## config.mk

```make
export PLATFORM = sky130hd
export DESIGN_NAME = edh_crc_check
export DESIGN_NICKNAME = d
export VERILOG_FILES = /design/src/rtl/edh_pkg.sv /design/src/rtl/edh_window.sv /design/src/rtl/edh_crc_acc.sv /design/src/rtl/edh_flag_unit.sv /design/src/rtl/edh_crc_check.sv
export SDC_FILE = /design/constraint.sdc
export NUM_CORES = 1
export LEC_CHECK = 0
export BUFFER_PORTS_ARGS = -buffer_cell sky130_fd_sc_hd__buf_2
export CAP_MARGIN = 10
export CORE_ASPECT_RATIO = 1.4
export CORE_MARGIN = 2
export CORE_UTILIZATION = 50
export CTS_BUF_LIST = sky130_fd_sc_hd__clkbuf_8
export CTS_CLUSTER_SIZE = 25
export DETAILED_ROUTE_END_ITERATION = 12
export PLACE_DENSITY_LB_ADDON = 0.12
export SYNTH_ARGS = -nofsm -noshare
export SYNTH_HDL_FRONTEND = slang
export SYNTH_SLANG_ARGS = --single-unit
export TNS_END_PERCENT = 5
```

## constraint.sdc

```tcl
create_clock -name clk -period 4.6 [get_ports clk]
set_input_delay 0.92 -clock clk [delete_from_list [all_inputs] [get_ports clk]]
set_output_delay 0.92 -clock clk [all_outputs]
set_load 0.05 [all_outputs]
```

## src/rtl/edh_pkg.sv

```systemverilog
package edh_pkg;

  localparam int CRC_W    = 16;
  localparam logic [CRC_W-1:0] CRC_POLY = 16'h1021;
  localparam int TBL_W    = 10;
  localparam int NFLD     = 2;
  localparam int NKIND    = 2;   // kind 0: active picture, kind 1: full field

  typedef enum logic [1:0] {
    SRC_TABLE  = 2'd0,
    SRC_HOST   = 2'd1,
    SRC_TIMING = 2'd2
  } win_src_e;

  // Advance a CRC by one word of nbits bits, most significant bit first.
  function automatic logic [CRC_W-1:0] crc_step(input logic [CRC_W-1:0] c,
                                                input logic [15:0]      d,
                                                input int               nbits);
    logic [CRC_W-1:0] r;
    logic             fb;
    r = c;
    for (int i = 15; i >= 0; i--) begin
      if (i < nbits) begin
        fb = r[CRC_W-1] ^ d[i];
        r  = {r[CRC_W-2:0], 1'b0};
        if (fb) r = r ^ CRC_POLY;
      end
    end
    return r;
  endfunction

  // First line of a standard window; is_ff selects full field over active picture.
  function automatic logic [TBL_W-1:0] tbl_first(input logic is625,
                                                 input logic fld,
                                                 input logic is_ff);
    logic [TBL_W-1:0] v;
    case ({is625, fld, is_ff})
      3'b000:  v = 10'd21;
      3'b001:  v = 10'd12;
      3'b010:  v = 10'd284;
      3'b011:  v = 10'd275;
      3'b100:  v = 10'd24;
      3'b101:  v = 10'd6;
      3'b110:  v = 10'd336;
      default: v = 10'd319;
    endcase
    return v;
  endfunction

  // Last line of a standard window (same for both kinds).
  function automatic logic [TBL_W-1:0] tbl_last(input logic is625,
                                                input logic fld);
    logic [TBL_W-1:0] v;
    case ({is625, fld})
      2'b00:   v = 10'd262;
      2'b01:   v = 10'd525;
      2'b10:   v = 10'd310;
      default: v = 10'd623;
    endcase
    return v;
  endfunction

endpackage

```

## src/rtl/edh_window.sv

```systemverilog
module edh_window
  import edh_pkg::*;
#(
  parameter int LINE_W = 11
) (
  input  logic [1:0]        fmt,
  input  logic              field,
  input  logic              hblank,
  input  logic [LINE_W-1:0] line_num,
  input  logic [LINE_W-1:0] hst_ap_lo_f1,
  input  logic [LINE_W-1:0] hst_ap_hi_f1,
  input  logic [LINE_W-1:0] hst_ff_lo_f1,
  input  logic [LINE_W-1:0] hst_ff_hi_f1,
  input  logic [LINE_W-1:0] hst_ap_lo_f2,
  input  logic [LINE_W-1:0] hst_ap_hi_f2,
  input  logic [LINE_W-1:0] hst_ff_lo_f2,
  input  logic [LINE_W-1:0] hst_ff_hi_f2,
  output logic [NKIND-1:0]  kind_win,
  output win_src_e          win_src
);

  // Host ranges indexed [kind][field].
  logic [NKIND-1:0][NFLD-1:0][LINE_W-1:0] h_lo;
  logic [NKIND-1:0][NFLD-1:0][LINE_W-1:0] h_hi;
  logic host_has_zero;
  logic host_misorder;
  logic is_std;

  assign h_lo[0][0] = hst_ap_lo_f1;
  assign h_hi[0][0] = hst_ap_hi_f1;
  assign h_lo[1][0] = hst_ff_lo_f1;
  assign h_hi[1][0] = hst_ff_hi_f1;
  assign h_lo[0][1] = hst_ap_lo_f2;
  assign h_hi[0][1] = hst_ap_hi_f2;
  assign h_lo[1][1] = hst_ff_lo_f2;
  assign h_hi[1][1] = hst_ff_hi_f2;

  assign is_std = ~fmt[1];

  always_comb begin
    host_has_zero = 1'b0;
    host_misorder = 1'b0;
    for (int k = 0; k < NKIND; k++) begin
      for (int f = 0; f < NFLD; f++) begin
        if (h_lo[k][f] == '0 || h_hi[k][f] == '0) host_has_zero = 1'b1;
        if (h_hi[k][f] < h_lo[k][f])              host_misorder = 1'b1;
      end
    end
  end

  always_comb begin
    if (is_std)                              win_src = SRC_TABLE;
    else if (host_has_zero || host_misorder) win_src = SRC_TIMING;
    else                                     win_src = SRC_HOST;
  end

  for (genvar k = 0; k < NKIND; k++) begin : g_kind
    logic [LINE_W-1:0] t_lo;
    logic [LINE_W-1:0] t_hi;
    logic              line_ok;

    assign t_lo = LINE_W'(tbl_first(fmt[0], field, k[0]));
    assign t_hi = LINE_W'(tbl_last(fmt[0], field));

    always_comb begin
      case (win_src)
        SRC_TABLE: line_ok = (line_num >= t_lo) && (line_num <= t_hi);
        SRC_HOST:  line_ok = (line_num >= h_lo[k][field]) &&
                             (line_num <= h_hi[k][field]);
        default:   line_ok = 1'b1;
      endcase
    end

    assign kind_win[k] = ~hblank & line_ok;
  end

endmodule

```

## src/rtl/edh_crc_acc.sv

```systemverilog
module edh_crc_acc
  import edh_pkg::*;
#(
  parameter int WORD_W = 10
) (
  input  logic                       clk,
  input  logic                       rst_n,
  input  logic [WORD_W-1:0]          word,
  input  logic                       win,
  input  logic                       restart,
  input  logic                       latch,
  input  logic                       latch_fld,
  output logic [NFLD-1:0][CRC_W-1:0] held
);

  logic [CRC_W-1:0] acc;
  logic [CRC_W-1:0] acc_from_zero;
  logic [CRC_W-1:0] acc_next;

  assign acc_from_zero = crc_step('0,  16'(word), WORD_W);
  assign acc_next      = crc_step(acc, 16'(word), WORD_W);

  always_ff @(posedge clk) begin
    if (!rst_n) begin
      acc <= '0;
    end else if (restart) begin
      acc <= win ? acc_from_zero : '0;
    end else if (win) begin
      acc <= acc_next;
    end
  end

  for (genvar f = 0; f < NFLD; f++) begin : g_hold
    always_ff @(posedge clk) begin
      if (!rst_n) begin
        held[f] <= '0;
      end else if (latch && (latch_fld == f[0])) begin
        held[f] <= acc;
      end
    end
  end

endmodule

```

## src/rtl/edh_flag_unit.sv

```systemverilog
module edh_flag_unit
  import edh_pkg::*;
(
  input  logic                       clk,
  input  logic                       rst_n,
  input  logic [NFLD-1:0][CRC_W-1:0] held_ap,
  input  logic [NFLD-1:0][CRC_W-1:0] held_ff,
  input  logic                       latch_en,
  input  logic                       latch_fld,
  input  logic                       rx_valid,
  input  logic                       rx_ok,
  input  logic                       rx_field,
  input  logic [CRC_W-1:0]           rx_ap_crc,
  input  logic [CRC_W-1:0]           rx_ff_crc,
  input  logic                       sd_mode,
  input  logic                       err_clr,
  output logic                       ap_err,
  output logic                       ff_err,
  output logic                       cmp_go,
  output logic                       ap_miss,
  output logic                       ff_miss
);

  logic [NFLD-1:0] fresh;

  assign cmp_go  = rx_valid & rx_ok & sd_mode & fresh[rx_field];
  assign ap_miss = held_ap[rx_field] != rx_ap_crc;
  assign ff_miss = held_ff[rx_field] != rx_ff_crc;

  for (genvar f = 0; f < NFLD; f++) begin : g_fresh
    always_ff @(posedge clk) begin
      if (!rst_n) begin
        fresh[f] <= 1'b0;
      end else if (latch_en && (latch_fld == f[0])) begin
        fresh[f] <= 1'b1;
      end else if (rx_valid && (rx_field == f[0])) begin
        fresh[f] <= 1'b0;
      end
    end
  end

  always_ff @(posedge clk) begin
    if (!rst_n) begin
      ap_err <= 1'b0;
      ff_err <= 1'b0;
    end else if (err_clr) begin
      ap_err <= 1'b0;
      ff_err <= 1'b0;
    end else begin
      if (cmp_go && ap_miss) ap_err <= 1'b1;
      if (cmp_go && ff_miss) ff_err <= 1'b1;
    end
  end

endmodule

```

## src/rtl/edh_crc_check.sv

```systemverilog
module edh_crc_check
  import edh_pkg::*;
#(
  parameter int WORD_W = 10,
  parameter int LINE_W = 11
) (
  input  logic              clk,
  input  logic              rst_n,
  input  logic [WORD_W-1:0] vid_word,
  input  logic              hblank,
  input  logic              field,
  input  logic [LINE_W-1:0] line_num,
  input  logic [1:0]        fmt,
  input  logic              sd_mode,
  input  logic [LINE_W-1:0] hst_ap_lo_f1,
  input  logic [LINE_W-1:0] hst_ap_hi_f1,
  input  logic [LINE_W-1:0] hst_ff_lo_f1,
  input  logic [LINE_W-1:0] hst_ff_hi_f1,
  input  logic [LINE_W-1:0] hst_ap_lo_f2,
  input  logic [LINE_W-1:0] hst_ap_hi_f2,
  input  logic [LINE_W-1:0] hst_ff_lo_f2,
  input  logic [LINE_W-1:0] hst_ff_hi_f2,
  input  logic              rx_valid,
  input  logic              rx_ok,
  input  logic              rx_field,
  input  logic [15:0]       rx_ap_crc,
  input  logic [15:0]       rx_ff_crc,
  input  logic              err_clr,
  output logic              ap_crc_err,
  output logic              ff_crc_err
);

  // Field boundary tracking
  logic field_q;
  logic armed;
  logic fld_edge;
  logic latch_en;

  assign fld_edge = field ^ field_q;
  assign latch_en = fld_edge & armed;

  always_ff @(posedge clk) begin
    if (!rst_n) begin
      field_q <= 1'b0;
      armed   <= 1'b0;
    end else begin
      field_q <= field;
      if (fld_edge) armed <= 1'b1;
    end
  end

  // Window selection
  logic [NKIND-1:0] kind_win;
  win_src_e         win_src;
  logic             ap_win;
  logic             ff_win;

  edh_window #(.LINE_W(LINE_W)) u_window (
    .fmt          (fmt),
    .field        (field),
    .hblank       (hblank),
    .line_num     (line_num),
    .hst_ap_lo_f1 (hst_ap_lo_f1),
    .hst_ap_hi_f1 (hst_ap_hi_f1),
    .hst_ff_lo_f1 (hst_ff_lo_f1),
    .hst_ff_hi_f1 (hst_ff_hi_f1),
    .hst_ap_lo_f2 (hst_ap_lo_f2),
    .hst_ap_hi_f2 (hst_ap_hi_f2),
    .hst_ff_lo_f2 (hst_ff_lo_f2),
    .hst_ff_hi_f2 (hst_ff_hi_f2),
    .kind_win     (kind_win),
    .win_src      (win_src)
  );

  assign ap_win = kind_win[0];
  assign ff_win = kind_win[1];

  // One accumulator per window kind
  logic [NKIND-1:0][NFLD-1:0][CRC_W-1:0] held;

  for (genvar k = 0; k < NKIND; k++) begin : g_acc
    edh_crc_acc #(.WORD_W(WORD_W)) u_acc (
      .clk       (clk),
      .rst_n     (rst_n),
      .word      (vid_word),
      .win       (kind_win[k]),
      .restart   (fld_edge),
      .latch     (latch_en),
      .latch_fld (field_q),
      .held      (held[k])
    );
  end

  // Comparison and flags
  logic cmp_go;
  logic ap_miss;
  logic ff_miss;

  edh_flag_unit u_flag (
    .clk       (clk),
    .rst_n     (rst_n),
    .held_ap   (held[0]),
    .held_ff   (held[1]),
    .latch_en  (latch_en),
    .latch_fld (field_q),
    .rx_valid  (rx_valid),
    .rx_ok     (rx_ok),
    .rx_field  (rx_field),
    .rx_ap_crc (rx_ap_crc),
    .rx_ff_crc (rx_ff_crc),
    .sd_mode   (sd_mode),
    .err_clr   (err_clr),
    .ap_err    (ap_crc_err),
    .ff_err    (ff_crc_err),
    .cmp_go    (cmp_go),
    .ap_miss   (ap_miss),
    .ff_miss   (ff_miss)
  );

endmodule

```

==> results.json, run 1 <==
{
  "cts_tree": "built",
  "clk_latency_ns": 0.37,
  "grt_pass1_wl_um": 37800,
  "final.period_utilization_pct": 78.7,
  "pin_count": 154,
  "grt_util_met3_pct": 3.62,
  "die_h_um": 159,
  "start_util_pct": 51.0,
  "clock_skew_ns": 0.0110,
  "power_mw": 2.41,
  "min_path_type": "reg2reg",
  "area_growth_syn_to_layout_pct": 13.0,
  "maxSlewHeadroom_pct": 39.6,
  "powerDensity_nw_per_um2": 249,
  "wl_per_cell_um": 16.9,
  "postRouteAntennaNets": 0,
  "drt_iter0_drc": 336,
  "grt_overflow": 0,
  "synth_nets": 1314,
  "ys_types": 61,
  "wl_um": 23400,
  "cts_sinks": 102,
  "io_buffers": 153,
  "cp_common_cell": "o21ai_0",
  "vias": 7962,
  "ys.flop_type": "dfxtp_1",
  "antenna_found_initial": 3,
  "crit_slowest_cell": "or4_1",
  "grt-busiest-layer": "met2",
  "drc": 0,
  "cp.arrival_ns": 3.90,
  "numCtsBuffers": 9,
  "gp_congestion": 0.952,
  "via_per_inst": 5.75,
  "first_pass_iters": 5,
  "slowest_delay_ns": 0.53,
  "die_w_um": 115,
  "detailedPlacementHpwl_um": 18100,
  "required_ns": 4.88,
  "syn_inst": 1055,
  "diodes": 0,
  "synthArstFlopShare_pct": 0,
  "grt_pass1_vias": 7738,
  "path_max_fanout": 37,
  "cts_setup_buffers": 0,
  "ir_drop_uv": 182,
  "syn_area_um2": 8550,
  "dieArea_um2": 18200,
  "period_minus_slack_ns": 3.62,
  "max_slew.worst_pin.slew_ns": 0.899,
  "endpoint_kind": "register",
  "final_hold_viol_count": 0,
  "maxCapViolCount": 0,
  "setup_viol": 0,
  "grt_use_total_pct": 26.0,
  "layout-drive-gt1-share_pct": 17.1,
  "clk_pin_slew_ns": 0.10,
  "worstPathCellList": "buf_2 -> buf_4 -> mux2i_1 -> ha_1 -> a2111oi_2 -> o21ai_0 -> o21ai_0 -> o221ai_1 -> a31o_4 -> or4_1 -> o311ai_1",
  "gr-usage-met2_pct": 47.3,
  "outcome": "completed",
  "fillers": 1651,
  "critPathKind": "in2reg",
  "fin_tns_setup_ns": 0,
  "clk_path_buf_depth": 2,
  "synth_edf_count": 0,
  "cts_max_level": 3,
  "yosysSeqAreaShare_pct": 23.9,
  "grt_max_degree": 82,
  "root_buffer": "clkbuf_8",
  "ys_ff_latch": 102,
  "fmax_mhz": 276,
  "nets": 1436,
  "avgSynthCellArea_um2": 8.10,
  "final_max_slew_viol_count": 0,
  "core_area_um2": 16700,
  "start_kind": "input port",
  "row_count": 56,
  "rsz0062_at_grt": "false",
  "ctsHoldBuffers": 0,
  "power_leakage_nw": 4.34,
  "use_met1_pct": 30.4,
  "post_cts_resized": 0,
  "yosys_warnings": 0
}
[cell families (layout without fill, tap and decap cells)]
| group | after synthesis | after routing | share of synthesized area, % |
|---|---|---|---|
| AOI/OAI and AO/OA | 236 | 236 | 17.0 |
| adders and majority gates | 107 | 107 | 15.7 |
| xor gates and xnor gates | 98 | 98 | 11.1 |
| muxes | 79 | 79 | 9.31 |
| DFF | 102 | 102 | 23.9 |
| and+or+nand+nor | 323 | 323 | 17.7 |
| buffers and inverters | 110 | 237 | 5.26 |
[synth_stat cells (all sizes together) (3+ instances only)]
cell	instances	share of area, %
xnor2	70	7.8
a31oi	4	0.29
nand3	30	1.8
o21ai	28	1.6
mux2	4	0.53
nand4	15	1.1
o211ai	12	1.1
and3	3	0.22
a21oi	123	7.2
a211oi	15	1.3
nor3	21	1.2
buf	21	1.3
nor2	21	0.92
nor4	26	1.9
ha	107	16
or4	5	0.44
xor2	28	3.4
clkbuf	35	1.5
a41o	12	1.4
mux2i	75	8.8
o311ai	5	0.51
o22ai	3	0.22
dfxtp	102	24
o21a	7	0.61
nand2	165	7.2
nand2b	7	0.51
a21o	10	0.88
or3	11	0.81
nor2b	9	0.66
inv	54	2.4
[layout by cell type (no fill, tap or decap), types with 3 or more instances in the layout]
master	count
a211oi_1	15
a21o_1	10
a21oi_1	123
a31oi_1	4
a41o_1	12
and3_1	3
buf_2	153
buf_4	13
clkbuf_8	9
dfxtp_1	102
ha_1	107
inv_1	53
mux2_2	4
mux2i_1	75
nand2_1	165
nand2b_1	7
nand3_1	30
nand4_1	15
nor2_1	21
nor2b_1	9
nor3_1	21
nor4_1	26
o211ai_1	12
o21a_1	7
o21ai_0	27
o22ai_1	3
o311ai_1	5
or3_1	11
or4_1	5
xnor2_1	65
xnor2_2	3
xor2_1	24
xor2_2	3
[routing by layer]
| layer | vias to the layer above | wire length (um) |
|---|---|---|
| li1 | 4017 | - |
| met1 | 3656 | 9690 |
| met2 | 231 | 11700 |
| met3 | 54 | 1230 |
| met4 | 4 | 747 |
| met5 | - | 19 |
[flip-flops by register name (all words and copies together), names as in the netlist]
| name | flops |
|---|---|
| g_acc.u_acc.acc | 32 |
| armed | 1 |
| u_flag.ff_err | 1 |
| u_flag.fresh | 2 |
| field_q | 1 |
| g_acc.u_acc.held | 64 |
| u_flag.ap_err | 1 |
[final timing paths]
path                            from                       to  slack [ns]  depth (start not counted)
max                            field    g_acc[0].u_acc.acc[8]        0.98                         11
min          g_acc[0].u_acc.held[27]  g_acc[0].u_acc.held[27]        0.46                          2
max reg2reg   g_acc[0].u_acc.acc[14]   g_acc[0].u_acc.acc[12]        2.47                          8
min reg2reg  g_acc[0].u_acc.held[27]  g_acc[0].u_acc.held[27]        0.46                          2
[through the flow]
| step | instance area, um^2 | util [%] | setup WS (ns) | cells | hold WS, ns |
|---|---|---|---|---|---|
| floorplan | 8550 | - | 0.796 | 1055 | 0.436 |
| global placement | 9450 | 56.4 | 0.638 | 1369 | 0.441 |
| detailed placement | 9450 | 56.4 | 0.581 | 1369 | 0.446 |
| CTS | 9660 | 57.7 | 0.976 | 1385 | 0.460 |
| global route | 9660 | 57.7 | 0.797 | 1385 | 0.478 |
| finish | 9660 | 57.7 | 0.980 | 1385 | 0.458 |
[power by group]
| group | internal, mW | switching (mW) | leakage, nW | total (mW) |
|---|---|---|---|---|
| registers | 0.924 | 0.0599 | 0.827 | 0.984 |
| clock network | 0.260 | 0.328 | 0.106 | 0.589 |
| logic | 0.366 | 0.469 | 3.40 | 0.835 |
[worst max-delay path: cells and delay by family]
family                     cells  cell delay, ns
adders and majority gates      1            0.28
muxes                          1            0.23
and+or+nand+nor                1            0.53
buffers and inverters          2            0.67
AOI/OAI and AO/OA              6            1.24
[final cells by class]
class	count	area, um^2	share of cell area [%]
multi-input cells	843	6070	62.8
repair buffers	167	883	9.15
well taps	203	254	2.63
clock buffers	9	124	1.28
inverters	54	203	2.10
flip-flops and latches	102	2040	21.1
clock inverters	7	81.3	0.842
(Power assumes the default switching activity.)
==> inputs of run 2 (changes only) <==
clock period = 3.1 ns   (was 4.6 ns; I/O delays follow)
==> results.json, run 2 (synthesized netlist as in run 1, its figures left out) <==
{
  "outcome": "completed",
  "placed_area_um2": 9760,
  "power_leakage_nw": 4.55,
  "io_buffers": 153,
  "clk_path_buf_depth": 2,
  "required_ns": 3.39,
  "cp_common_cell": "ha_1",
  "power_mw": 3.70,
  "start_kind": "input port",
  "grt_pass1_wl_um": 38600,
  "powerDensity_nw_per_um2": 369,
  "numCtsBuffers": 9,
  "root_buffer": "clkbuf_8",
  "min_path_type": "reg2reg",
  "ctsHoldBuffers": 0,
  "drt_iter0_drc": 402,
  "maxCapViolCount": 0,
  "cp.arrival_ns": 3.24,
  "fin_cells": 1429,
  "drc": 0,
  "grt_use_total_pct": 26.7,
  "final.period_utilization_pct": 95.2,
  "wl_um": 24100,
  "clk_pin_slew_ns": 0.09,
  "die_w_um": 115,
  "cts_tree": "built",
  "row_count": 56,
  "final_max_slew_viol_count": 0,
  "grt_max_degree": 82,
  "ir_drop_uv": 207,
  "layout-drive-gt1-share_pct": 20.1,
  "grt_overflow": 0,
  "wl_per_cell_um": 16.9,
  "max_slew.worst_pin.slew_ns": 0.864,
  "crit_slowest_cell": "or4_1",
  "worstPathCellList": "buf_2 -> buf_4 -> ha_1 -> inv_1 -> ha_1 -> and4_1 -> o211ai_1 -> a31oi_1 -> o22a_1 -> a21o_1 -> a31o_4 -> or4_1 -> o311ai_1",
  "fin_ws_ns": 0.148,
  "largest_register_ffs": 64,
  "gp_congestion": 0.892,
  "start_util_pct": 51.0,
  "grt_pass1_vias": 7947,
  "via_per_inst": 5.71,
  "path_max_fanout": 10,
  "core_area_um2": 16700,
  "cts_max_level": 3,
  "placed_cells": 1409,
  "maxSlewHeadroom_pct": 42.4,
  "final_hold_viol_count": 0,
  "fin_tns_setup_ns": 0,
  "antenna_found_initial": 4,
  "vias": 8159,
  "clock_skew_ns": 0.00800,
  "rsz0062_at_grt": "true",
  "fmax_mhz": 339,
  "setup_viol": 0,
  "clk_latency_ns": 0.37,
  "die_h_um": 159,
  "dieArea_um2": 18200,
  "cts_sinks": 102,
  "largest_register": "g_acc.u_acc.held",
  "endpoint_kind": "register",
  "period_minus_slack_ns": 2.95,
  "finalInstanceArea_um2": 10000,
  "critPathKind": "in2reg",
  "slowest_delay_ns": 0.51,
  "first_pass_iters": 7,
  "detailedPlacementHpwl_um": 18900,
  "layout_commonest_cell": "nand2_1",
  "postRouteAntennaNets": 0,
  "biggestRegsByFlops": "g_acc.u_acc.held (64), g_acc.u_acc.acc (32), u_flag.fresh (2)",
  "area_growth_syn_to_layout_pct": 17.4,
  "final_cell_mix": "nand2_1 (165), buf_2 (153), a21oi_1 (122)",
  "pre_cts_slack_ns": -0.312,
  "pin_count": 154,
  "nets": 1477
}
run 2: cell count changes in the layout (fill, tap and decap cells not counted), moves of 2 or more:
| cell | change |
|---|---|
| buf_4 | +37 |
| clkbuf_8 | +3 |
| o21ai_0 | -2 |
| o21ai_1 | +2 |
| diode_2 | +3 |
| buf_6 | +2 |
run 2: area by class of cell:
type	count	area [um^2]
Antenna cell	3	7.51
Tap cell	203	254
Sequential cell	102	2040
Clock inverter	4	52.6
Multi-Input combinational cell	844	6110
Fill cell	1632	6710
Clock buffer	12	165
Inverter	54	203
Timing Repair Buffer	207	1200
run 2: what timing repair did:
| item | 4_1_cts | 5_1_grt |
|---|---|---|
| gates resized for setup | 0 | 8 |
| endpoints found under the setup margin | 0 | 9 |
| buffers inserted | 0 | 0 |
run 2: worst paths after layout:
kind,startpoint,end,slack (ns),depth (start not counted)
worst max register to register,g_acc[0].u_acc.acc[15],g_acc[0].u_acc.acc[13],0.95,6
worst min register to register,g_acc[0].u_acc.held[4],g_acc[0].u_acc.held[4],0.46,2
worst min-delay path,g_acc[0].u_acc.held[4],g_acc[0].u_acc.held[4],0.46,2
worst max-delay path,field,g_acc[0].u_acc.acc[8],0.15,13
run 2: power breakdown:
group | switching [mW] | internal [mW]
clock network | 0.477 | 0.443
logic | 0.732 | 0.594
registers | 0.0858 | 1.37
total | 1.29 | 2.41
run 2: through the flow:
stage / hold WS [ns] / util, %
after floorplan: 0.436 / -
after global placement: 0.441 / 58.3
after detailed placement: 0.446 / 58.3
after CTS: 0.459 / 59.6
after global routing: 0.478 / 59.9
final: 0.457 / 59.9
run 2: metal layers:
metal  vias up  GRT usage, %  share of wire [%]
met4         2          11.7                3.8
met3        57          3.73                5.2
met5         -             0              0.029
li1       4107             -                  -
met2       255          47.7                 50
met1      3738          31.5                 41
run 2: worst max-delay path: cells and delay by family:
family | cells | cell delay [ns]
AO/OA/AOI/OAI | 6 | 0.99
adder cells (fa/ha/maj) | 2 | 0.45
buffers and inverters | 3 | 0.44
AND/OR/NAND/NOR | 2 | 0.72
==> inputs of run 3 (changes only) <==
CELL_PAD_IN_SITES_DETAIL_PLACEMENT = 0   (was default)
CELL_PAD_IN_SITES_GLOBAL_PLACEMENT = 2   (was default)
CORE_UTILIZATION = 37   (was 50)
PLACE_DENSITY = 0.92   (was default)
PLACE_DENSITY_LB_ADDON = default   (was 0.12)
clock period = 3.69 ns   (was 3.1 ns; I/O delays follow)
==> results.json, run 3 (synthesized netlist as in run 1, its figures left out) <==
{
  "r2r-end": "g_acc[0].u_acc.acc[12]",
  "clk_pin_slew_ns": 0.10,
  "layout-drive-gt1-share_pct": 17.7,
  "core_area_um2": 22600,
  "biggestRegsByFlops": "g_acc.u_acc.held (64), g_acc.u_acc.acc (32), u_flag.fresh (2)",
  "row_count": 65,
  "crit_start": "field",
  "die_h_um": 184,
  "powerDensity_nw_per_um2": 297,
  "critPathKind": "in2reg",
  "finalInstanceArea_um2": 9840,
  "io_buffers": 153,
  "wl_per_cell_um": 16.8,
  "grt_pass1_vias": 7835,
  "drt_iter0_drc": 341,
  "cts_sinks": 102,
  "r2r_slack_ns": 1.54,
  "cp.arrival_ns": 3.50,
  "crit_slowest_cell": "or4_1",
  "antenna_found_initial": 6,
  "rr_startpoint": "g_acc[0].u_acc.acc[14]",
  "slowest_delay_ns": 0.54,
  "largest_register_ffs": 64,
  "cts_setup_buffers": 0,
  "outcome": "completed",
  "grt_overflow": 0,
  "cts_tree": "built",
  "cp_num_cells": 11,
  "ir_drop_uv": 140,
  "required_ns": 3.97,
  "maxSlewHeadroom_pct": 42.2,
  "setup_viol": 0,
  "power_leakage_nw": 4.38,
  "fin_ws_ns": 0.465,
  "detailedPlacementHpwl_um": 19600,
  "clk_path_buf_depth": 2,
  "layout_commonest_cell": "nand2_1",
  "postRouteAntennaNets": 0,
  "start_util_pct": 37.8,
  "critPathTopFamily": "compound AO/OA/AOI/OAI gates",
  "final_hold_viol_count": 0,
  "worstPathCellList": "buf_2 -> buf_12 -> mux2i_1 -> ha_1 -> a2111oi_2 -> o21ai_0 -> o21ai_0 -> o221ai_1 -> a31o_4 -> or4_1 -> o311ai_1",
  "clock_skew_ns": 0.00731,
  "gp_congestion": 0.895,
  "pre_cts_slack_ns": 0.0493,
  "holdWs_ns": 0.458,
  "critPathBufInv": 2,
  "min_path_type": "reg2reg",
  "fmax_mhz": 310,
  "first_pass_iters": 5,
  "cp_common_cell": "o21ai_0",
  "final.period_utilization_pct": 87.4,
  "endpoint_kind": "register",
  "grt_max_degree": 82,
  "numCtsBuffers": 9,
  "start_kind": "input port",
  "fillers": 2407,
  "rsz0062_at_grt": "false",
  "ff2ff_path_depth": 8,
  "fin_cells": 1495,
  "grt_use_total_pct": 20.7,
  "worstHoldStart": "g_acc[1].u_acc.held[25]",
  "area_growth_syn_to_layout_pct": 15.2,
  "root_buffer": "clkbuf_8",
  "fin_tns_setup_ns": 0,
  "placed_area_um2": 9670,
  "via_per_inst": 5.29,
  "wl_um": 25100,
  "placed_cells": 1477,
  "final_max_slew_viol_count": 0,
  "die_w_um": 132,
  "drc": 0,
  "clk_latency_ns": 0.37,
  "power_mw": 2.92,
  "dieArea_um2": 24300,
  "whs_path_depth": 2,
  "max_slew.worst_pin.slew_ns": 0.866,
  "post_cts_resized": 0,
  "ctsHoldBuffers": 0,
  "cts_max_level": 3,
  "period_minus_slack_ns": 3.22,
  "worstHoldEndpoint": "g_acc[1].u_acc.held[25]",
  "final_cell_mix": "nand2_1 (165), buf_2 (153), a21oi_1 (123)",
  "path_max_fanout": 30,
  "grt_pass1_wl_um": 40600,
  "maxCapViolCount": 0,
  "vias": 7907,
  "pin_count": 154,
  "fin_util_pct": 43.5,
  "nets": 1446,
  "largest_register": "g_acc.u_acc.held"
}
[run 3: how the worst max path moves through the flow]
stage | end | slack [ns]
3_5_place_dp | g_acc[0].u_acc.acc[6] | 0.05
4_1_cts | g_acc[0].u_acc.acc[6] | 0.44
6_report | g_acc[0].u_acc.acc[6] | 0.47
2_1_floorplan | g_acc[0].u_acc.acc[9] | 0.07
5_1_grt | g_acc[0].u_acc.acc[8] | 0.24
3_3_place_gp | g_acc[0].u_acc.acc[6] | 0.15
[run 3: cell type report]
type	instances	area (um^2)	area share, %
multi-input combinational	843	6070	61.7
sequential	102	2040	20.7
timing repair buffer	177	983	9.99
tap	301	377	3.83
inverter	54	203	2.06
clock buffer	9	124	1.26
clock inverter	7	40.0	0.407
antenna	2	5.00	0.0509
[run 3: report_power, final]
group          total (mW)  internal [mW]  switching [mW]  leakage (nW)
Clock               0.630          0.241           0.389        0.0904
Combinational        1.06          0.467           0.592          3.46
Sequential           1.23           1.15          0.0763         0.827
[run 3: worst min-delay path, cell delays in order, from the launching register on]
cell and delay, ns:
dfxtp_1 0.32, nand2_1 0.05, a21oi_1 0.05
[run 3: routing by layer]
metal	vias up	GRT usage (%)	wire, um
met2	204	37.2	12300
met4	6	6.41	586
li1	4028	-	-
met3	38	2.89	1210
met1	3631	25.5	10900
met5	-	0	35
